### config.mk
export PLATFORM = sky130hd
export DESIGN_NAME = hzd_unit
export DESIGN_NICKNAME = d
export VERILOG_FILES = /design/src/rtl/hzd_pkg.sv /design/src/rtl/hzd_rst_sync.sv /design/src/rtl/hzd_dest_track.sv /design/src/rtl/hzd_raw_detect.sv /design/src/rtl/hzd_ctrl_arb.sv /design/src/rtl/hzd_unit.sv
export SDC_FILE = /design/constraint.sdc
export NUM_CORES = 1
export LEC_CHECK = 0
export BUFFER_PORTS_ARGS = -buffer_cell sky130_fd_sc_hd__buf_2
export CORE_MARGIN = 1.5
export CORE_UTILIZATION = 25
export CTS_CLUSTER_DIAMETER = 200
export DETAILED_ROUTE_END_ITERATION = 10
export PLACE_DENSITY = 0.55
export SYNTH_ARGS = -nofsm -noshare
export SYNTH_HDL_FRONTEND = slang
export SYNTH_SLANG_ARGS = --single-unit
export TNS_END_PERCENT = 5
### constraint.sdc
create_clock -name clk -period 2.35 [get_ports clk]
set_input_delay 0.235 -clock clk [delete_from_list [all_inputs] [get_ports clk]]
set_output_delay 0.235 -clock clk [all_outputs]
set_load 0.05 [all_outputs]
### src/rtl/hzd_pkg.sv
package hzd_pkg;

  // PC source selection, encoded as stated in the requirements
  typedef enum logic [1:0] {
    PCS_SEQ   = 2'd0,
    PCS_HOLD  = 2'd1,
    PCS_REDIR = 2'd2
  } pc_sel_e;

  // Control bundle produced by the arbiter
  typedef struct packed {
    pc_sel_e pc_sel;
    logic    if_en;
    logic    id_en;
    logic    clr_id;
    logic    clr_ex;
    logic    clr_mem;
  } hzd_ctl_t;

  localparam int unsigned BASE_SLOTS = 2;

endpackage

### src/rtl/hzd_rst_sync.sv
module hzd_rst_sync #(
  parameter int unsigned STAGES = 2
) (
  input  logic clk,
  input  logic rst_n,
  output logic rst_n_sync
);

  logic [STAGES-1:0] sync_q;
  logic [STAGES-1:0] sync_d;

  always_comb begin
    sync_d = {sync_q[STAGES-2:0], 1'b1};
  end

  always_ff @(posedge clk or negedge rst_n) begin
    if (!rst_n) begin
      sync_q <= '0;
    end else begin
      sync_q <= sync_d;
    end
  end

  assign rst_n_sync = sync_q[STAGES-1];

endmodule

### src/rtl/hzd_dest_track.sv
module hzd_dest_track #(
  parameter int unsigned REG_AW = 5,
  parameter int unsigned NSLOT  = 2
) (
  input  logic                          clk,
  input  logic                          rst_n,
  input  logic                          ex_bubble,
  input  logic                          squash_mem,
  input  logic [REG_AW-1:0]             id_rd,
  input  logic                          id_rd_we,
  output logic [NSLOT-1:0][REG_AW-1:0]  slot_rd,
  output logic [NSLOT-1:0]              slot_we
);

  logic [NSLOT-1:0][REG_AW-1:0] rd_d;
  logic [NSLOT-1:0]             we_d;
  logic                         trk_en;

  // The stages past decode never hold, so every slot loads each cycle
  assign trk_en = 1'b1;

  // Slot 0 mirrors the decode/execute register, slot 1 execute/memory, ...
  always_comb begin
    rd_d[0] = id_rd;
    we_d[0] = id_rd_we & ~ex_bubble;
  end

  genvar s;
  generate
    for (s = 1; s < NSLOT; s++) begin : g_shift
      always_comb begin
        rd_d[s] = slot_rd[s-1];
        if (s == 1) begin
          we_d[s] = slot_we[s-1] & ~squash_mem;
        end else begin
          we_d[s] = slot_we[s-1];
        end
      end
    end

    for (s = 0; s < NSLOT; s++) begin : g_slot
      always_ff @(posedge clk or negedge rst_n) begin
        if (!rst_n) begin
          slot_rd[s] <= '0;
          slot_we[s] <= 1'b0;
        end else if (trk_en) begin
          slot_rd[s] <= rd_d[s];
          slot_we[s] <= we_d[s];
        end
      end
    end
  endgenerate

endmodule

### src/rtl/hzd_raw_detect.sv
module hzd_raw_detect #(
  parameter int unsigned REG_AW = 5,
  parameter int unsigned NSLOT  = 2
) (
  input  logic [REG_AW-1:0]             rs1,
  input  logic                          rs1_used,
  input  logic [REG_AW-1:0]             rs2,
  input  logic                          rs2_used,
  input  logic [NSLOT-1:0][REG_AW-1:0]  slot_rd,
  input  logic [NSLOT-1:0]              slot_we,
  output logic                          hazard
);

  logic [NSLOT-1:0] hit;

  genvar s;
  generate
    for (s = 0; s < NSLOT; s++) begin : g_cmp
      logic live;
      logic m1;
      logic m2;
      always_comb begin
        live   = slot_we[s] && (slot_rd[s] != '0);
        m1     = rs1_used && (rs1 == slot_rd[s]);
        m2     = rs2_used && (rs2 == slot_rd[s]);
        hit[s] = live && (m1 || m2);
      end
    end
  endgenerate

  assign hazard = |hit;

endmodule

### src/rtl/hzd_ctrl_arb.sv
module hzd_ctrl_arb
  import hzd_pkg::*;
(
  input  logic     hazard,
  input  logic     redirect,
  output hzd_ctl_t ctl,
  output logic     ex_bubble,
  output logic     squash_mem
);

  logic do_stall;

  always_comb begin
    do_stall    = hazard && !redirect;
    ctl.pc_sel  = PCS_SEQ;
    ctl.if_en   = 1'b1;
    ctl.id_en   = 1'b1;
    ctl.clr_id  = 1'b0;
    ctl.clr_ex  = 1'b0;
    ctl.clr_mem = 1'b0;
    if (redirect) begin
      ctl.pc_sel  = PCS_REDIR;
      ctl.clr_id  = 1'b1;
      ctl.clr_ex  = 1'b1;
      ctl.clr_mem = 1'b1;
    end else if (do_stall) begin
      ctl.pc_sel  = PCS_HOLD;
      ctl.if_en   = 1'b0;
      ctl.id_en   = 1'b0;
      ctl.clr_ex  = 1'b1;
    end
    ex_bubble  = ctl.clr_ex;
    squash_mem = ctl.clr_mem;
  end

endmodule

### src/rtl/hzd_unit.sv
module hzd_unit
  import hzd_pkg::*;
#(
  parameter int unsigned REG_AW   = 5,
  parameter bit          TRACK_WB = 1'b0
) (
  input  logic              clk,
  input  logic              rst_n,
  input  logic [REG_AW-1:0] id_rs1,
  input  logic              id_rs1_used,
  input  logic [REG_AW-1:0] id_rs2,
  input  logic              id_rs2_used,
  input  logic [REG_AW-1:0] id_rd,
  input  logic              id_rd_we,
  input  logic              mem_redirect,
  output logic [1:0]        pc_sel,
  output logic              if_en,
  output logic              id_en,
  output logic              clr_id,
  output logic              clr_ex,
  output logic              clr_mem
);

  localparam int unsigned NSLOT = BASE_SLOTS + (TRACK_WB ? 1 : 0);

  logic                         rst_n_int;
  logic [NSLOT-1:0][REG_AW-1:0] slot_rd;
  logic [NSLOT-1:0]             slot_we;
  logic                         hazard;
  logic                         ex_bubble;
  logic                         squash_mem;
  hzd_ctl_t                     ctl;

  hzd_rst_sync #(.STAGES(2)) rst_i (
    .clk        (clk),
    .rst_n      (rst_n),
    .rst_n_sync (rst_n_int)
  );

  hzd_dest_track #(.REG_AW(REG_AW), .NSLOT(NSLOT)) trk_i (
    .clk        (clk),
    .rst_n      (rst_n_int),
    .ex_bubble  (ex_bubble),
    .squash_mem (squash_mem),
    .id_rd      (id_rd),
    .id_rd_we   (id_rd_we),
    .slot_rd    (slot_rd),
    .slot_we    (slot_we)
  );

  hzd_raw_detect #(.REG_AW(REG_AW), .NSLOT(NSLOT)) det_i (
    .rs1      (id_rs1),
    .rs1_used (id_rs1_used),
    .rs2      (id_rs2),
    .rs2_used (id_rs2_used),
    .slot_rd  (slot_rd),
    .slot_we  (slot_we),
    .hazard   (hazard)
  );

  hzd_ctrl_arb arb_i (
    .hazard     (hazard),
    .redirect   (mem_redirect),
    .ctl        (ctl),
    .ex_bubble  (ex_bubble),
    .squash_mem (squash_mem)
  );

  assign pc_sel  = ctl.pc_sel;
  assign if_en   = ctl.if_en;
  assign id_en   = ctl.id_en;
  assign clr_id  = ctl.clr_id;
  assign clr_ex  = ctl.clr_ex;
  assign clr_mem = ctl.clr_mem;

endmodule

==> results.md <==
- **Post-CTS Setup Repair Bufs** 0
- **Clock H-tree levels** 1
- **post_cts resized** 0
- **io pins** 28
- **die width** 55.4 um
- **core area** 2540 um^2
- **post-layout net count** 110
- **share of the synthesized area in the top cell type** 51.0%
- **leakage power** 0.378 nW
- **critical path endpoint category** output pin
- **cell with the largest stage delay on the worst path** or4_1
- **largest stage delay on the critical path** 0.52 ns
- **Layout Area Growth over Synthesis** 27.5%
- **buffer depth of the longest clock path** 2
- **Cell Pwr Density** 593 nW/um^2
- **arrival time at the worst endpoint** 2.01 ns
- **RSZ-0062 raised after global routing** yes
- **utilization after layout** 34.4%
- **hold depth** 1
- **total of flip-flops plus latches after synthesis** 14
- **vias in the first global route** 500
- **DRC violations left** 0
- **Worst Clk Skew** 0.000775 ns
- **final-report hold violation count** 0
- **Detailed Route Iter0 Violations** 4
- **cell accounting for the most synthesized area** dfrtp_1
- **CTS tree** built
- **Port-buffer cells** 27
- **worst reg2reg path endpoint** trk_i.slot_we[0]$_DFF_PN0_
- **total wirelength of the detailed-routed design** 1.23 mm
- **flop2flop setup slack** 0.77 ns
- **cell area after technology mapping** 687 um^2
- **synthesized instance count** 60
- **number of CTS-inserted buffers** 3
- **Buffers & Inverters on Critical Path** 1
- **GRT overflow** 0
- **Hold Crit Endpoint** trk_i.slot_rd[4]$_DFF_PN0_
- **share of the clock period used by the worst path** 95.5%
- **yosys warns** 0
- **fmax** 0.446 GHz
- **Worst VDD drop** 0.233 mV
- **initial antenna violation count** 0
- **sequential fraction of the synthesis area** 51.0%
- **Worst Reg-to-Reg Cells** 4
- **critical-path cell list** or4_1 -> o21a_1 -> a32oi_2 -> or2_2 -> buf_2
- **DIE AREA** 3070 um^2
- **number of optimization iterations in the first detailed-route pass** 4
- **max-capacitance violation count** 0
- **share of final-layout standard cells stronger than drive strength 1** 37.5%
- **total power** 0.519 mW
- **Tightest Hold Check Type** in -> reg
- **count of filler cells inserted in the layout** 271
- **number of placement rows** 18
- **most frequent cells in the layout** buf_2, xnor2_1, dfrtp_1, nand2_1, nand4_1
- **clock period minus final worst setup slack** 2.24 ns
- **run status** finished, final reports clean
- **routed via count divided by cell count** 4.17
- **overall global routing resource usage** 8.62%
- **kind of start point of the critical path** flop
- **clock slew seen by the registers of the worst setup and hold paths** 0.08 ns
- **insertion delay to the later sink of the worst-skew pair** 0.27 ns
- **effective utilization at floorplan** 27.0%
- **Die Height** 55.4 um
- **final-report max-slew violation count** 0
- **routed length per instance** 10.4 um
- **hold path startpoint** id_rd[4]
- **Crit Reg-Reg Startpoint** trk_i.slot_rd[5]$_DFF_PN0_
- **Antenna Cells** 0
- **dominant delay contributor by cell family on the critical path** simple AND/OR/NAND/NOR gates
- **maximum number of pins on one net before global-route repair** 13
- **first-pass GRT wire length** 2.02 mm
- **Root Buffer** clkbuf_4
- **count of cell types in the netlist** 16
- **Synth area leaders** dfrtp_1, xnor2_1, buf_4
- **worst slack on hold paths** 0.0629 ns
- **syn_nets** 81
- **mean area per synthesized cell** 11.4 um^2
- **sink count of the clock tree** 14
- **remaining number of nets flagged by the antenna check after routing** 0
- **critical path peak fanout** 4
- **data required time at the worst endpoint** 2.12 ns
- **count of endpoints failing setup in the final report** 0
- **category of the critical setup timing path** reg -> out
- **leading cell type in the layout, fill and taps excluded** buf_2
- **routed via count** 492
- **global placement routability congestion** 0.816
[state kept, by name (all words and copies together), names as in the netlist]
name	flops
trk_i.slot_we	2
rst_i.sync_q	2
trk_i.slot_rd	10
[logic make-up after synthesis]
logic type      count (synthesis)  share of synthesized area [%]
compound gates                  4                           5.28
xor+xnor                       20                           25.5
buf+inv                         4                           4.37
flops                          14                           51.0
other cells                     1                          0.546
simple gates                   17                           13.3
[metal layers]
layer	part of all wire, %	global-route usage [%]	vias to the layer above	wire [um]
li1	-	-	252	-
met5	0	0	-	0
met1	41	9.06	225	501
met4	0.81	6.27	0	10
met2	52	14.1	13	640
met3	6.4	3.04	2	79
[through the flow]
step | area [um^2] | cells | worst slack [ns] | setup TNS, ns
5_1_grt | 876 | 118 | -0.0103 | -0.0195
6_report | 876 | 118 | 0.106 | 0
4_1_cts | 876 | 118 | 0.0846 | 0
2_1_floorplan | 687 | 60 | 0.288 | 0
3_3_place_gp | 830 | 113 | 0.416 | 0
3_5_place_dp | 830 | 113 | 0.394 | 0
[Yosys cell counts]
master and n:
nand2b_1 1, nand4_1 4, nor2_1 2, xnor2_1 20, dfrtp_1 14, and3b_1 1
conb_1 1, or2_2 1, nand2_1 5, o22ai_1 2, or4_1 1, nor3_1 1
o21a_1 1, a32oi_2 1, buf_4 4, nor2b_1 1
[report_power, final]
| group | internal, mW | switching [mW] | leakage (nW) |
|---|---|---|---|
| combinational | 0.0436 | 0.0430 | 0.191 |
| sequential | 0.253 | 0.0158 | 0.166 |
| clock | 0.0942 | 0.0699 | 0.0210 |
| total | 0.391 | 0.129 | 0.378 |
[how the worst max path moves through the flow]
stage / start / endpoint / slack, ns / cells past startpoint
6_report: trk_i.slot_rd[5]$_DFF_PN0_ / if_en / 0.11 / 5
4_1_cts: trk_i.slot_rd[5]$_DFF_PN0_ / if_en / 0.08 / 5
3_5_place_dp: trk_i.slot_rd[5]$_DFF_PN0_ / if_en / 0.39 / 5
3_3_place_gp: trk_i.slot_rd[5]$_DFF_PN0_ / id_en / 0.42 / 5
2_1_floorplan: trk_i.slot_rd[5]$_DFF_PN0_ / if_en / 0.29 / 5
5_1_grt: trk_i.slot_rd[5]$_DFF_PN0_ / if_en / -0.01 / 5
[timing repair]
action	4_1_cts	5_1_grt
hold buffers	1	0
endpoints found under the hold margin	2	0
endpoints found under the setup margin	0	2
[layout make-up]
class	instances	area (um^2)	area share (%)
flip-flops and latches	14	350	40.0
well taps	30	37.5	4.29
clock buffers	4	36.3	4.14
multi-input cells	42	307	35.0
repair buffers	28	145	16.6
Power figures use the tool's default switching activity.
